**src/rtl/memerr_pkg.sv**
```systemverilog
// memerr_pkg: register offsets and shared widths for the memory error
// capture unit. Assumes a word-addressed 4-bit register space.
package memerr_pkg;
    localparam int REG_AW = 4;

    localparam logic [REG_AW-1:0] OFF_DETECT  = 4'h0;
    localparam logic [REG_AW-1:0] OFF_DISABLE = 4'h1;
    localparam logic [REG_AW-1:0] OFF_INTEN   = 4'h2;
    localparam logic [REG_AW-1:0] OFF_SBEMGMT = 4'h3;
    localparam logic [REG_AW-1:0] OFF_CAP_HI  = 4'h4;
    localparam logic [REG_AW-1:0] OFF_CAP_LO  = 4'h5;
    localparam logic [REG_AW-1:0] OFF_CAP_ECC = 4'h6;
    localparam logic [REG_AW-1:0] OFF_CAP_ADR = 4'h7;
    localparam logic [REG_AW-1:0] OFF_INJ_HI  = 4'h8;
    localparam logic [REG_AW-1:0] OFF_INJ_LO  = 4'h9;
    localparam logic [REG_AW-1:0] OFF_INJ_CTL = 4'hA;

    // Bit index of each error class inside the flag-style registers.
    localparam int CLS_SBE = 0;
    localparam int CLS_MBE = 1;
    localparam int NUM_CLS = 2;

    // Threshold field position in the single-bit management register.
    localparam int THR_LSB = 16;

    typedef logic [NUM_CLS-1:0] cls_vec_t;
endpackage

```
**src/rtl/memerr_sbe_counter.sv**
```systemverilog
// memerr_sbe_counter: counts accepted single-bit events and reports when the
// programmed threshold is reached. A zero threshold is treated as one.
// Assumes clr and hit come from the same clock domain.
module memerr_sbe_counter #(
    parameter int CNT_W = 8
) (
    input  logic             clk,
    input  logic             rst_n,
    input  logic             clr,
    input  logic             hit,
    input  logic [CNT_W-1:0] thr,
    output logic [CNT_W-1:0] cnt,
    output logic             reach
);
    localparam logic [CNT_W-1:0] ONE = CNT_W'(1);

    logic [CNT_W-1:0] cnt_q;
    logic [CNT_W:0]   inc;
    logic [CNT_W-1:0] eff_thr;

    // Effective threshold and threshold-reach detection for this cycle.
    always_comb begin
        eff_thr = (thr == '0) ? ONE : thr;
        inc     = {1'b0, cnt_q} + {{CNT_W{1'b0}}, 1'b1};
        reach   = hit && !clr && (inc >= {1'b0, eff_thr});
    end

    // Count register: cleared on write or on reaching threshold.
    always_ff @(posedge clk) begin
        if (!rst_n) begin
            cnt_q <= '0;
        end else if (clr) begin
            cnt_q <= '0;
        end else if (hit) begin
            cnt_q <= reach ? '0 : inc[CNT_W-1:0];
        end
    end

    assign cnt = cnt_q;
endmodule

```
**src/rtl/memerr_capture.sv**
```systemverilog
// memerr_capture: holds the snapshot of one failing read. Loads when load is
// high; the check-bit width kept depends on narrow mode.
// Assumes load is already gated by the detect-flag state.
module memerr_capture #(
    parameter int HALF_W = 32,
    parameter int ECC_W  = 16,
    parameter int CHK_W  = 8,
    parameter int EA_W   = 32
) (
    input  logic              clk,
    input  logic              rst_n,
    input  logic              load,
    input  logic              narrow,
    input  logic [2*HALF_W-1:0] data,
    input  logic [ECC_W-1:0]  ecc,
    input  logic [EA_W-1:0]   addr,
    output logic [HALF_W-1:0] cap_hi,
    output logic [HALF_W-1:0] cap_lo,
    output logic [ECC_W-1:0]  cap_ecc,
    output logic [EA_W-1:0]   cap_addr
);
    localparam logic [ECC_W-1:0] WIDE_MASK = ECC_W'((1 << CHK_W) - 1);

    logic [ECC_W-1:0] ecc_kept;

    // Mask the check bits that are meaningful for the bus mode.
    always_comb begin
        ecc_kept = narrow ? ecc : (ecc & WIDE_MASK);
    end

    // Snapshot registers.
    always_ff @(posedge clk) begin
        if (!rst_n) begin
            cap_hi   <= '0;
            cap_lo   <= '0;
            cap_ecc  <= '0;
            cap_addr <= '0;
        end else if (load) begin
            cap_hi   <= data[2*HALF_W-1:HALF_W];
            cap_lo   <= data[HALF_W-1:0];
            cap_ecc  <= ecc_kept;
            cap_addr <= addr;
        end
    end
endmodule

```
**src/rtl/memerr_inject.sv**
```systemverilog
// memerr_inject: holds the write-path injection masks and applies them to
// outgoing data and check bits while the enable bit is set.
// Assumes the data word is two bus-width halves, high half first.
module memerr_inject #(
    parameter int HALF_W = 32,
    parameter int CHK_W  = 8
) (
    input  logic              clk,
    input  logic              rst_n,
    input  logic              we_hi,
    input  logic              we_lo,
    input  logic              we_ctl,
    input  logic [HALF_W-1:0] wdata,
    input  logic [2*HALF_W-1:0] din,
    input  logic [CHK_W-1:0]  ein,
    output logic [2*HALF_W-1:0] dout,
    output logic [CHK_W-1:0]  eout,
    output logic [HALF_W-1:0] mask_hi,
    output logic [HALF_W-1:0] mask_lo,
    output logic [CHK_W:0]    ctl
);
    localparam int NUM_HALF = 2;

    logic [HALF_W-1:0] mask_arr [NUM_HALF];
    logic              inj_on;

    // Mask and control registers.
    always_ff @(posedge clk) begin
        if (!rst_n) begin
            mask_hi <= '0;
            mask_lo <= '0;
            ctl     <= '0;
        end else begin
            if (we_hi)  mask_hi <= wdata;
            if (we_lo)  mask_lo <= wdata;
            if (we_ctl) ctl     <= wdata[CHK_W:0];
        end
    end

    assign inj_on      = ctl[CHK_W];
    assign mask_arr[0] = mask_lo;
    assign mask_arr[1] = mask_hi;

    // One XOR lane per data half.
    for (genvar g = 0; g < NUM_HALF; g++) begin : g_lane
        assign dout[g*HALF_W +: HALF_W] =
            din[g*HALF_W +: HALF_W] ^ (inj_on ? mask_arr[g] : '0);
    end

    // Check-bit flip.
    always_comb begin
        eout = ein ^ (inj_on ? ctl[CHK_W-1:0] : '0);
    end
endmodule

```
**src/rtl/memerr_capture_unit.sv**
```systemverilog
// memerr_capture_unit: top of the memory error capture register unit.
// Decodes the register bus, keeps detect/disable/enable/threshold state,
// and ties together the counter, capture and injection sub-blocks.
// Assumes event strobes are one-cycle, synchronous to clk.
module memerr_capture_unit
    import memerr_pkg::*;
#(
    parameter int BUS_W = 32,
    parameter int ECC_W = 16,
    parameter int CHK_W = 8,
    parameter int EA_W  = 32,
    parameter int CNT_W = 8
) (
    input  logic                 clk,
    input  logic                 rst_n,
    input  logic                 bus_wr_en,
    input  logic [REG_AW-1:0]    bus_addr,
    input  logic [BUS_W-1:0]     bus_wdata,
    output logic [BUS_W-1:0]     bus_rdata,
    input  logic                 narrow_mode,
    input  logic                 sbe_event,
    input  logic                 mbe_event,
    input  logic [2*BUS_W-1:0]   rd_data,
    input  logic [ECC_W-1:0]     rd_ecc,
    input  logic [EA_W-1:0]      rd_addr,
    input  logic [2*BUS_W-1:0]   wr_data_in,
    input  logic [CHK_W-1:0]     wr_ecc_in,
    output logic [2*BUS_W-1:0]   wr_data_out,
    output logic [CHK_W-1:0]     wr_ecc_out,
    output logic                 irq
);
    localparam logic [CNT_W-1:0] THR_RESET = CNT_W'(1);

    cls_vec_t         det_q, dis_q, ien_q;
    cls_vec_t         det_set, det_clr;
    logic [CNT_W-1:0] thr_q;
    logic [CNT_W-1:0] sbe_cnt;
    logic             sbe_reach;
    logic             sbe_hit, mbe_hit, cap_load;
    logic             wr_det, wr_dis, wr_ien, wr_mgmt;
    logic [BUS_W-1:0] cap_hi, cap_lo, cap_addr_w;
    logic [ECC_W-1:0] cap_ecc;
    logic [BUS_W-1:0] inj_hi, inj_lo;
    logic [CHK_W:0]   inj_ctl;
    logic [EA_W-1:0]  cap_addr;

    // Write strobe decode.
    always_comb begin
        wr_det  = bus_wr_en && (bus_addr == OFF_DETECT);
        wr_dis  = bus_wr_en && (bus_addr == OFF_DISABLE);
        wr_ien  = bus_wr_en && (bus_addr == OFF_INTEN);
        wr_mgmt = bus_wr_en && (bus_addr == OFF_SBEMGMT);
    end

    // Event qualification against the disable mask.
    always_comb begin
        sbe_hit  = sbe_event && !dis_q[CLS_SBE];
        mbe_hit  = mbe_event && !dis_q[CLS_MBE];
        cap_load = (sbe_hit || mbe_hit) && (det_q == '0);
    end

    // Flag set and write-one-to-clear vectors.
    always_comb begin
        det_set          = '0;
        det_set[CLS_SBE] = sbe_reach;
        det_set[CLS_MBE] = mbe_hit;
        det_clr          = wr_det ? bus_wdata[NUM_CLS-1:0] : '0;
    end

    // Detect flags: set wins over a same-cycle clear.
    always_ff @(posedge clk) begin
        if (!rst_n) det_q <= '0;
        else        det_q <= (det_q & ~det_clr) | det_set;
    end

    // Disable, interrupt enable and threshold registers.
    always_ff @(posedge clk) begin
        if (!rst_n) begin
            dis_q <= '0;
            ien_q <= '0;
            thr_q <= THR_RESET;
        end else begin
            if (wr_dis)  dis_q <= bus_wdata[NUM_CLS-1:0];
            if (wr_ien)  ien_q <= bus_wdata[NUM_CLS-1:0];
            if (wr_mgmt) thr_q <= bus_wdata[THR_LSB +: CNT_W];
        end
    end

    memerr_sbe_counter #(.CNT_W(CNT_W)) u_cnt (
        .clk   (clk),
        .rst_n (rst_n),
        .clr   (wr_mgmt),
        .hit   (sbe_hit),
        .thr   (thr_q),
        .cnt   (sbe_cnt),
        .reach (sbe_reach)
    );

    memerr_capture #(
        .HALF_W(BUS_W), .ECC_W(ECC_W), .CHK_W(CHK_W), .EA_W(EA_W)
    ) u_cap (
        .clk      (clk),
        .rst_n    (rst_n),
        .load     (cap_load),
        .narrow   (narrow_mode),
        .data     (rd_data),
        .ecc      (rd_ecc),
        .addr     (rd_addr),
        .cap_hi   (cap_hi),
        .cap_lo   (cap_lo),
        .cap_ecc  (cap_ecc),
        .cap_addr (cap_addr)
    );

    memerr_inject #(.HALF_W(BUS_W), .CHK_W(CHK_W)) u_inj (
        .clk     (clk),
        .rst_n   (rst_n),
        .we_hi   (bus_wr_en && (bus_addr == OFF_INJ_HI)),
        .we_lo   (bus_wr_en && (bus_addr == OFF_INJ_LO)),
        .we_ctl  (bus_wr_en && (bus_addr == OFF_INJ_CTL)),
        .wdata   (bus_wdata),
        .din     (wr_data_in),
        .ein     (wr_ecc_in),
        .dout    (wr_data_out),
        .eout    (wr_ecc_out),
        .mask_hi (inj_hi),
        .mask_lo (inj_lo),
        .ctl     (inj_ctl)
    );

    assign cap_addr_w = BUS_W'(cap_addr);

    // Register read multiplexer.
    always_comb begin
        bus_rdata = '0;
        case (bus_addr)
            OFF_DETECT:  bus_rdata[NUM_CLS-1:0] = det_q;
            OFF_DISABLE: bus_rdata[NUM_CLS-1:0] = dis_q;
            OFF_INTEN:   bus_rdata[NUM_CLS-1:0] = ien_q;
            OFF_SBEMGMT: begin
                bus_rdata[THR_LSB +: CNT_W] = thr_q;
                bus_rdata[CNT_W-1:0]        = sbe_cnt;
            end
            OFF_CAP_HI:  bus_rdata = cap_hi;
            OFF_CAP_LO:  bus_rdata = cap_lo;
            OFF_CAP_ECC: bus_rdata[ECC_W-1:0] = cap_ecc;
            OFF_CAP_ADR: bus_rdata = cap_addr_w;
            OFF_INJ_HI:  bus_rdata = inj_hi;
            OFF_INJ_LO:  bus_rdata = inj_lo;
            OFF_INJ_CTL: bus_rdata[CHK_W:0] = inj_ctl;
            default:     bus_rdata = '0;
        endcase
    end

    // Level interrupt from enabled, set flags.
    always_comb begin
        irq = |(det_q & ien_q);
    end
endmodule

```
**config.mk**
```make
export PLATFORM = sky130hd
export DESIGN_NAME = memerr_capture_unit
export DESIGN_NICKNAME = d
export VERILOG_FILES = /design/src/rtl/memerr_pkg.sv /design/src/rtl/memerr_sbe_counter.sv /design/src/rtl/memerr_capture.sv /design/src/rtl/memerr_inject.sv /design/src/rtl/memerr_capture_unit.sv
export SDC_FILE = /design/constraint.sdc
export NUM_CORES = 1
export LEC_CHECK = 0
export BUFFER_PORTS_ARGS = -buffer_cell sky130_fd_sc_hd__buf_2
export CAP_MARGIN = 10
export CORE_ASPECT_RATIO = 0.8
export CORE_MARGIN = 2
export CORE_UTILIZATION = 30
export DETAILED_ROUTE_END_ITERATION = 7
export PLACE_DENSITY_LB_ADDON = 0.25
export SLEW_MARGIN = 5
export SYNTH_ARGS = -nofsm -noshare
export SYNTH_HDL_FRONTEND = slang
export SYNTH_SLANG_ARGS = --single-unit
```
**constraint.sdc**
```tcl
create_clock -name clk -period 2.2 [get_ports clk]
set_input_delay 0 -clock clk [delete_from_list [all_inputs] [get_ports clk]]
set_output_delay 0 -clock clk [all_outputs]
set_load 0.02 [all_outputs]
```
==> results of run 1 <==
-- Yosys cell counts, types with 3 or more instances --
library cell                 n
sky130_fd_sc_hd__xor2_1      4
sky130_fd_sc_hd__a221oi_1    4
sky130_fd_sc_hd__nand2_1   468
sky130_fd_sc_hd__buf_1       4
sky130_fd_sc_hd__ha_1        9
sky130_fd_sc_hd__a21oi_1    10
sky130_fd_sc_hd__a22o_1      6
sky130_fd_sc_hd__nor3_1      7
sky130_fd_sc_hd__buf_2      28
sky130_fd_sc_hd__a21boi_0  139
sky130_fd_sc_hd__clkbuf_1   50
sky130_fd_sc_hd__a21boi_1   49
sky130_fd_sc_hd__nand2b_1    7
sky130_fd_sc_hd__nor2_1     12
sky130_fd_sc_hd__xnor2_1    76
sky130_fd_sc_hd__a31oi_1     4
sky130_fd_sc_hd__dfxtp_1   207
sky130_fd_sc_hd__buf_4      16
sky130_fd_sc_hd__mux2i_1    15
sky130_fd_sc_hd__nor2b_1    16
sky130_fd_sc_hd__inv_1      10
sky130_fd_sc_hd__a222oi_1   12
sky130_fd_sc_hd__o22ai_1     3
sky130_fd_sc_hd__nand3_1    44
sky130_fd_sc_hd__a22oi_1    67
sky130_fd_sc_hd__o21ai_0     4
sky130_fd_sc_hd__nor4_1      3
sky130_fd_sc_hd__nand4_1     4
-- cell families after synthesis --
kind of cell	after synthesis	share of synthesized area [%]
and+or+nand+nor	573	22.8
AOI/OAI and AO/OA	309	22.6
buffers and inverters	110	5.06
xor gates and xnor gates	80	6.80
DFF	207	40.2
adders and majority gates	9	1.09
muxes	15	1.46
-- worst max-delay path: cells and delay by family, from the launching register on --
kind / cells / cell delay [ps]
simple gates: 1 / 80
flops: 1 / 360
compound gates: 5 / 920
fa+ha+maj: 2 / 480
xor+xnor: 1 / 130
buf+inv: 1 / 140
-- registers in the layout (all words and copies together), names as in the netlist --
name,cells
u_cap.cap_addr,32
u_inj.mask_hi,32
dis_q,2
u_inj.mask_lo,32
thr_q,8
ien_q,2
u_cnt.cnt,8
u_cap.cap_ecc,16
u_cap.cap_lo,32
det_q,2
u_inj.ctl,9
u_cap.cap_hi,32
-- cell type report --
class | count | area (µm²)
Clock buffer | 38 | 754
Inverter | 10 | 37.5
Fill cell | 3378 | 18600
Multi-Input combinational cell | 986 | 5810
Sequential cell | 207 | 4150
Timing Repair Buffer | 544 | 3740
Clock inverter | 6 | 61.3
Tap cell | 434 | 543
-- stage by stage --
stage	setup TNS, ps	hold slack, ps	instances	area [µm²]	setup slack (ps)
after floorplan	0	124	1303	10300	10.2
after global placement	-17.3	242	2020	12600	-14.8
after detailed placement	-207	249	2020	12600	-77.0
after CTS	0	74.7	2216	14900	20.0
after global routing	-332	101	2225	15100	-108
final	0	102	2225	15100	12.3
-- placed cells by master (no fill, tap or decap), types with 7 or more instances in the layout --
| cell | count |
|---|---|
| sky130_fd_sc_hd__buf_2 | 329 |
| sky130_fd_sc_hd__ha_1 | 7 |
| sky130_fd_sc_hd__clkbuf_16 | 26 |
| sky130_fd_sc_hd__dlygate4sd3_1 | 151 |
| sky130_fd_sc_hd__a21boi_0 | 139 |
| sky130_fd_sc_hd__dfxtp_1 | 203 |
| sky130_fd_sc_hd__a222oi_1 | 12 |
| sky130_fd_sc_hd__mux2i_1 | 15 |
| sky130_fd_sc_hd__xnor2_1 | 75 |
| sky130_fd_sc_hd__clkbuf_8 | 8 |
| sky130_fd_sc_hd__nand3_1 | 43 |
| sky130_fd_sc_hd__a21oi_1 | 8 |
| sky130_fd_sc_hd__a21boi_1 | 49 |
| sky130_fd_sc_hd__buf_4 | 53 |
| sky130_fd_sc_hd__inv_1 | 10 |
| sky130_fd_sc_hd__nand2b_1 | 7 |
| sky130_fd_sc_hd__nor2b_1 | 16 |
| sky130_fd_sc_hd__nand2_1 | 465 |
| sky130_fd_sc_hd__a22oi_1 | 67 |
-- metal layers --
| metal | up-vias | GRT usage (%) | routed length (µm) | part of all wire, % |
|---|---|---|---|---|
| li1 | 5335 | - | - | - |
| met4 | 0 | 6.34 | 1120 | 2.8 |
| met5 | - | 0 | 0 | 0 |
| met3 | 68 | 2.60 | 2170 | 5.4 |
| met2 | 372 | 34.8 | 18400 | 45 |
| met1 | 5103 | 29.5 | 18900 | 47 |
-- power groups by stage --
stage          combinational [mW]  sequential (mW)  clock [mW]
2_1_floorplan               0.720             4.08           0
3_3_place_gp                 1.25             4.12           0
3_5_place_dp                 1.26             4.12           0
4_1_cts                      1.47             4.04        4.21
5_1_grt                      1.65             4.06        4.39
6_report                     1.53             4.04        4.12
-- repair_timing --
item,4_1_cts,5_1_grt
setup buffers,1,7
gates cloned,0,2
hold endpoints to repair,202,0
resized for setup,4,22
pin swaps,4,15
hold buffers,151,0
setup endpoints to repair,3,12
-- how the worst max path moves through the flow --
stage	from	to	depth (start not counted)
after floorplan	u_cnt.cnt[0]	u_cnt.cnt[6]	10
after global placement	u_cnt.cnt[1]	u_cnt.cnt[6]	10
after detailed placement	u_cnt.cnt[0]	u_cnt.cnt[5]	10
after CTS	dis_q[1]	u_cap.cap_ecc[14]	6
after global routing	u_cnt.cnt[1]	u_cnt.cnt[5]	10
final	u_cnt.cnt[1]	u_cnt.cnt[5]	10
==> load_flow_metrics.sql, run 1 <==
INSERT INTO impl_metrics (metric_group, metric, value, unit) VALUES
('power_and_ir_drop', 'power_density', '641', 'nW/µm²'),
('global_routing', 'global_route_wire_length_before_repair', '59.6', 'mm'),
('final_layout', 'area_delta_synth_final', '46.4', '%'),
('floorplan', 'chipHeight', '170', 'µm'),
('synth', 'synth-main-ff-cell', 'sky130_fd_sc_hd__dfxtp_1', ''),
('hold_path', 'min_delay_path_depth', '5', ''),
('final_layout', 'num_antenna_cells', '0', ''),
('worst_setup_path', 'r2r_end', 'u_cnt.cnt[5]', ''),
('worst_setup_path', 'critical_path.slowest_cell', 'sky130_fd_sc_hd__a221o_2', ''),
('floorplan', 'top_level_ports', '331', ''),
('global_routing', 'gr-usage-all-layers', '21.3', '%'),
('run_status', 'outcome', 'completed', ''),
('detailed_routing', 'drt-total-wl', '40.5', 'mm'),
('synth', 'postSynthNetCount', '1538', ''),
('clocking', 'cts_made_buffers', '24', ''),
('clocking', 'htree_levels', '1', ''),
('flow_run', 'drv_cap', '0', ''),
('synth', 'netlist_area', '10300', 'µm²'),
('worst_setup_path', 'ff2ff_setup_slack', '10', 'ps'),
('global_routing', 'grt_antenna_before_repair', '0', ''),
('power_and_ir_drop', 'power.net_switching', '2.59', 'mW'),
('final_layout', 'finalCoreUtilization', '44.8', '%'),
('power_and_ir_drop', 'peakVddDrop', '469', 'µV'),
('timing', 'hold_viol_final', '0', ''),
('hold_path', 'sink_of_the_worst_hold_path', 'dis_q[0]', ''),
('placement', 'placement.io_buffers', '330', ''),
('clocking', 'cts.reportedPaths.clkPinSlew', '60', 'ps'),
('worst_setup_path', 'ff2ff_path_depth', '10', ''),
('timing', 'setup_viol', '0', ''),
('floorplan', 'die_width', '211', 'µm'),
('synth', 'yosys.area.top_type_share', '40.2', '%'),
('timing', 'drv_slew', '0', ''),
('power_and_ir_drop', 'power.leakage', '6.10', 'nW'),
('clocking', 'insertion_delay', '520', 'ps'),
('floorplan', 'starting_density_of_the_core', '30.6', '%'),
('synth', 'postSynthCellCount', '1303', ''),
('synth', 'synth.yosys.warnings', '0', ''),
('power_and_ir_drop', 'comb_power_share', '15.8', '%'),
('power_and_ir_drop', 'internal_power', '7.09', 'mW'),
('floorplan', 'num_rows', '60', ''),
('placement', 'place.gp.congestion', '0.815', ''),
('global_routing', 'grt_start_max_net_pins', '90', ''),
('worst_setup_path', 'timing_worst_setup_path_type', 'flop to flop', ''),
('floorplan', 'coreArea', '33700', 'µm²'),
('placement', 'place_hpwl', '27.7', 'mm'),
('clocking', 'clkSinkCount', '207', ''),
('final_layout', 'number_of_nets_in_the_layout', '2008', ''),
('synth', 'asyncSetResetFlopFracSynth', '0', '%'),
('detailed_routing', 'initial_detailed_routing_violation_count', '757', ''),
('hold_path', 'hold_path_class', 'input port to flop', ''),
('global_routing', 'remaining_global_route_overflow', '0', ''),
('timing', 'fin_skew', '9.12', 'ps'),
('worst_setup_path', 'timing.critical_path.from_type', 'flop', ''),
('worst_setup_path', 'worst-endpoint-arrival', '2630', 'ps'),
('synth', 'post_synth_edffs', '0', ''),
('worst_setup_path', 'critPathMaxFanout', '3', ''),
('timing', 'maxSlewHeadroom', '26.8', '%'),
('worst_setup_path', 'worstReg2RegStart', 'u_cnt.cnt[1]', ''),
('timing', 'clock.fmax', '457', 'MHz'),
('global_routing', 'grt_pass1_vias', '10447', ''),
('synth', 'ys_seq_area_share', '40.2', '%'),
('detailed_routing', 'route.antenna.remaining_nets', '0', ''),
('clocking', 'cts-root-to-sink-buffers', '3', ''),
('synth', 'ys_seq_elements', '207', ''),
('power_and_ir_drop', 'total_power', '9.69', 'mW'),
('worst_setup_path', 'critical-path-max-stage-delay', '410', 'ps'),
('power_and_ir_drop', 'seqPwrFrac', '41.7', '%'),
('synth', 'syn_area_per_cell', '7.91', 'µm²'),
('power_and_ir_drop', 'netSwitchingFraction', '26.7', '%'),
('hold_path', 'holdCritStartpoint', 'bus_addr[3]', ''),
('worst_setup_path', 'critical_path_endpoint_category', 'flop', '');
Note: power is estimated with default switching activity, not from simulation.
==> inputs of run 2 (changes only) <==
--- a/config.mk
+++ b/config.mk
@@ -8,9 +8,10 @@
 export BUFFER_PORTS_ARGS = -buffer_cell sky130_fd_sc_hd__buf_2
 export CAP_MARGIN = 10
 export CORE_ASPECT_RATIO = 0.8
-export CORE_MARGIN = 2
 export CORE_UTILIZATION = 30
+export CTS_BUF_LIST = sky130_fd_sc_hd__clkbuf_16
 export DETAILED_ROUTE_END_ITERATION = 7
+export HOLD_SLACK_MARGIN = 0.05
 export PLACE_DENSITY_LB_ADDON = 0.25
 export SLEW_MARGIN = 5
 export SYNTH_ARGS = -nofsm -noshare
==> load_flow_metrics.sql, run 2 (synthesis results as in run 1) <==
INSERT INTO impl_metrics (metric_group, metric, value, unit) VALUES
('run_status', 'outcome', 'finished, violations left', ''),
('run_status', 'failed_checks', 'negative setup slack', ''),
('final_layout', 'fillerInstances', '3318', ''),
('final_layout', 'finalCoreUtilization', '44.3', '%'),
('clocking', 'cts_made_buffers', '24', ''),
('detailed_routing', 'drt-total-wl', '39.3', 'mm'),
('clocking', 'cts_root_buffer', 'sky130_fd_sc_hd__clkbuf_16', ''),
('final_layout', 'final_common_cell', 'sky130_fd_sc_hd__nand2_1', ''),
('timing', 'drv_slew', '0', ''),
('power_and_ir_drop', 'total_power', '9.66', 'mW'),
('clocking', 'clkSinkCount', '207', ''),
('worst_setup_path', 'r2r_end', 'u_cnt.cnt[5]', ''),
('detailed_routing', 'vias', '10861', ''),
('placement', 'number_of_placed_cells_counting_well_taps', '2020', ''),
('worst_setup_path', 'cp.required', '2640', 'ps'),
('worst_setup_path', 'worst-path-buf-inv', '1', ''),
('global_routing', 'global_route_wire_length_before_repair', '59.4', 'mm'),
('placement', 'place.gp.congestion', '0.822', ''),
('final_layout', 'most-common-layout-cells', 'sky130_fd_sc_hd__nand2_1, sky130_fd_sc_hd__buf_2, sky130_fd_sc_hd__dfxtp_1, sky130_fd_sc_hd__dlygate4sd3_1, sky130_fd_sc_hd__a21boi_0', ''),
('hold_path', 'holdCritStartpoint', 'bus_wr_en', ''),
('worst_setup_path', 'worstReg2RegStart', 'u_cnt.cnt[0]', ''),
('global_routing', 'gr-usage-all-layers', '21.5', '%'),
('clocking', 'insertion_delay', '530', 'ps'),
('placement', 'dpl-instance-area', '12600', 'µm²'),
('timing', 'rsz0062_at_grt', 'true', ''),
('floorplan', 'starting_density_of_the_core', '30.6', '%'),
('global_routing', 'grt_antenna_before_repair', '3', ''),
('clocking', 'cts.reportedPaths.clkPinSlew', '60', 'ps'),
('detailed_routing', 'vias_per_cell', '4.91', ''),
('power_and_ir_drop', 'power.leakage', '6.01', 'nW'),
('timing', 'finalWorstSetupSlack', '-30.1', 'ps'),
('clocking', 'htree_levels', '1', ''),
('worst_setup_path', 'critical_path_cell_sequence', 'ha_4 > nand3_4 > buf_4 > xnor2_1 > ha_1 > a21oi_2 > o21ai_1 > a21o_1 > a221o_2 > o22ai_1', ''),
('floorplan', 'die_area', '35100', 'µm²'),
('global_routing', 'remaining_global_route_overflow', '0', ''),
('floorplan', 'die_width', '209', 'µm'),
('power_and_ir_drop', 'power_density', '647', 'nW/µm²'),
('timing', 'fin_skew', '13.4', 'ps'),
('worst_setup_path', 'cell_family_with_most_cp_delay', 'compound AO/OA/AOI/OAI gates', ''),
('detailed_routing', 'post-route-drc-count', '0', ''),
('timing', 'tightest_slew', '727', 'ps'),
('hold_path', 'sink_of_the_worst_hold_path', 'u_inj.ctl[5]', ''),
('placement', 'place_hpwl', '27.1', 'mm'),
('worst_setup_path', 'critPathMaxFanout', '3', ''),
('timing', 'setup_total_negative_slack', '-30.1', 'ps'),
('detailed_routing', 'first_pass_iters', '5', ''),
('power_and_ir_drop', 'peakVddDrop', '500', 'µV'),
('clocking', 'cts-root-to-sink-buffers', '3', ''),
('timing', 'final_period_minus_worst_setup_slack', '2230', 'ps'),
('worst_setup_path', 'ff2ff_path_depth', '10', ''),
('timing', 'clock.fmax', '448', 'MHz'),
('timing', 'hold_viol_final', '0', ''),
('timing', 'maxSlewHeadroom', '51.5', '%'),
('timing', 'share_of_the_clock_period_used_by_the_worst_path', '101', '%'),
('detailed_routing', 'route.antenna.remaining_nets', '0', ''),
('worst_setup_path', 'ff2ff_setup_slack', '-30', 'ps'),
('flow_run', 'drv_cap', '0', ''),
('final_layout', 'number_of_nets_in_the_layout', '1995', ''),
('worst_setup_path', 'critical-path-max-stage-delay', '390', 'ps'),
('final_layout', 'area_delta_synth_final', '44.9', '%'),
('worst_setup_path', 'timing_worst_setup_path_type', 'flop to flop', ''),
('final_layout', 'stdcell_area', '14900', 'µm²'),
('final_layout', 'share_of_cells_above_drive_strength_1', '25.2', '%'),
('floorplan', 'chipHeight', '168', 'µm'),
('worst_setup_path', 'timing.critical_path.from_type', 'flop', ''),
('global_routing', 'grt_start_max_net_pins', '88', ''),
('detailed_routing', 'initial_detailed_routing_violation_count', '684', ''),
('detailed_routing', 'drt-wirelength-per-cell', '17.8', 'µm'),
('worst_setup_path', 'critical_path_endpoint_category', 'flop', ''),
('clocking', 'tritoncts_clock_tree', 'built', ''),
('timing', 'setup_viol', '1', ''),
('timing', 'final.hold.worst_slack', '95.0', 'ps'),
('hold_path', 'min_delay_path_depth', '5', ''),
('worst_setup_path', 'worst-endpoint-arrival', '2670', 'ps'),
('floorplan', 'top_level_ports', '331', ''),
('floorplan', 'coreArea', '33700', 'µm²'),
('worst_setup_path', 'critical_path.slowest_cell', 'sky130_fd_sc_hd__a221o_2', ''),
('placement', 'placement.setup.worst_slack', '-83.4', 'ps'),
('final_layout', 'finalNonFillerCells', '2212', ''),
('hold_path', 'hold_path_class', 'input port to flop', ''),
('global_routing', 'grt_pass1_vias', '10527', ''),
('floorplan', 'num_rows', '60', ''),
('placement', 'placement.io_buffers', '330', '');
run 2: cell count changes in the layout (fill, tap and decap cells not counted), moves of 4 or more:
cell	before	now
sky130_fd_sc_hd__buf_4	53	48
sky130_fd_sc_hd__clkbuf_1	5	0
sky130_fd_sc_hd__clkbuf_8	8	0
sky130_fd_sc_hd__clkinv_1	0	5
sky130_fd_sc_hd__dlygate4sd3_1	151	147
run 2: tightest hold or removal path, cell delays in order:
cell,delay [ps]
sky130_fd_sc_hd__buf_2,140
sky130_fd_sc_hd__nand3_1,100
sky130_fd_sc_hd__buf_4,160
sky130_fd_sc_hd__mux2i_1,80
sky130_fd_sc_hd__nor2b_1,90
run 2: repair_timing:
| item | in CTS | in global routing |
|---|---|---|
| hold buffers | 147 | 0 |
| pin swaps | 3 | 16 |
| endpoints found under the setup margin | 3 | 8 |
| endpoints found under the hold margin | 200 | 0 |
| resized for setup | 3 | 15 |
| buffers inserted | 0 | 2 |
run 2: layout make-up:
| type | instances | area, µm² | area share (%) |
|---|---|---|---|
| Inverter | 10 | 37.5 | 0.251 |
| Clock buffer | 26 | 651 | 4.36 |
| Sequential cell | 207 | 4150 | 27.8 |
| Clock inverter | 15 | 155 | 1.04 |
| Timing Repair Buffer | 531 | 3600 | 24.1 |
| Tap cell | 434 | 543 | 3.63 |
| Antenna cell | 3 | 7.51 | 0.0503 |
| Multi-Input combinational cell | 986 | 5790 | 38.8 |
run 2: layer usage:
| layer | part of all wire (%) | GRT usage, % | routed length [µm] |
|---|---|---|---|
| met5 | 0 | 0 | 0 |
| met3 | 5.9 | 3.38 | 2320 |
| met1 | 46 | 29.4 | 18100 |
| met2 | 45 | 34.8 | 17800 |
| met4 | 2.8 | 6.20 | 1090 |
run 2: how the worst max path moves through the flow:
stage / endpoint / depth (start not counted) / slack (ps) / start
floorplan: u_cnt.cnt[6] / 10 / 10 / u_cnt.cnt[0]
global placement: u_cnt.cnt[6] / 10 / -40 / u_cnt.cnt[1]
detailed placement: u_cnt.cnt[7] / 10 / -80 / u_cnt.cnt[1]
CTS: u_cnt.cnt[7] / 10 / -10 / u_cnt.cnt[1]
global route: u_cnt.cnt[5] / 10 / -70 / u_cnt.cnt[0]
finish: u_cnt.cnt[5] / 10 / -30 / u_cnt.cnt[0]
run 2: power by group:
part	total (mW)	leakage (nW)	internal [mW]	switching, mW
sequential	4.04	1.69	3.93	0.109
combinational	1.48	3.93	0.677	0.799
clock	4.15	0.398	2.48	1.68
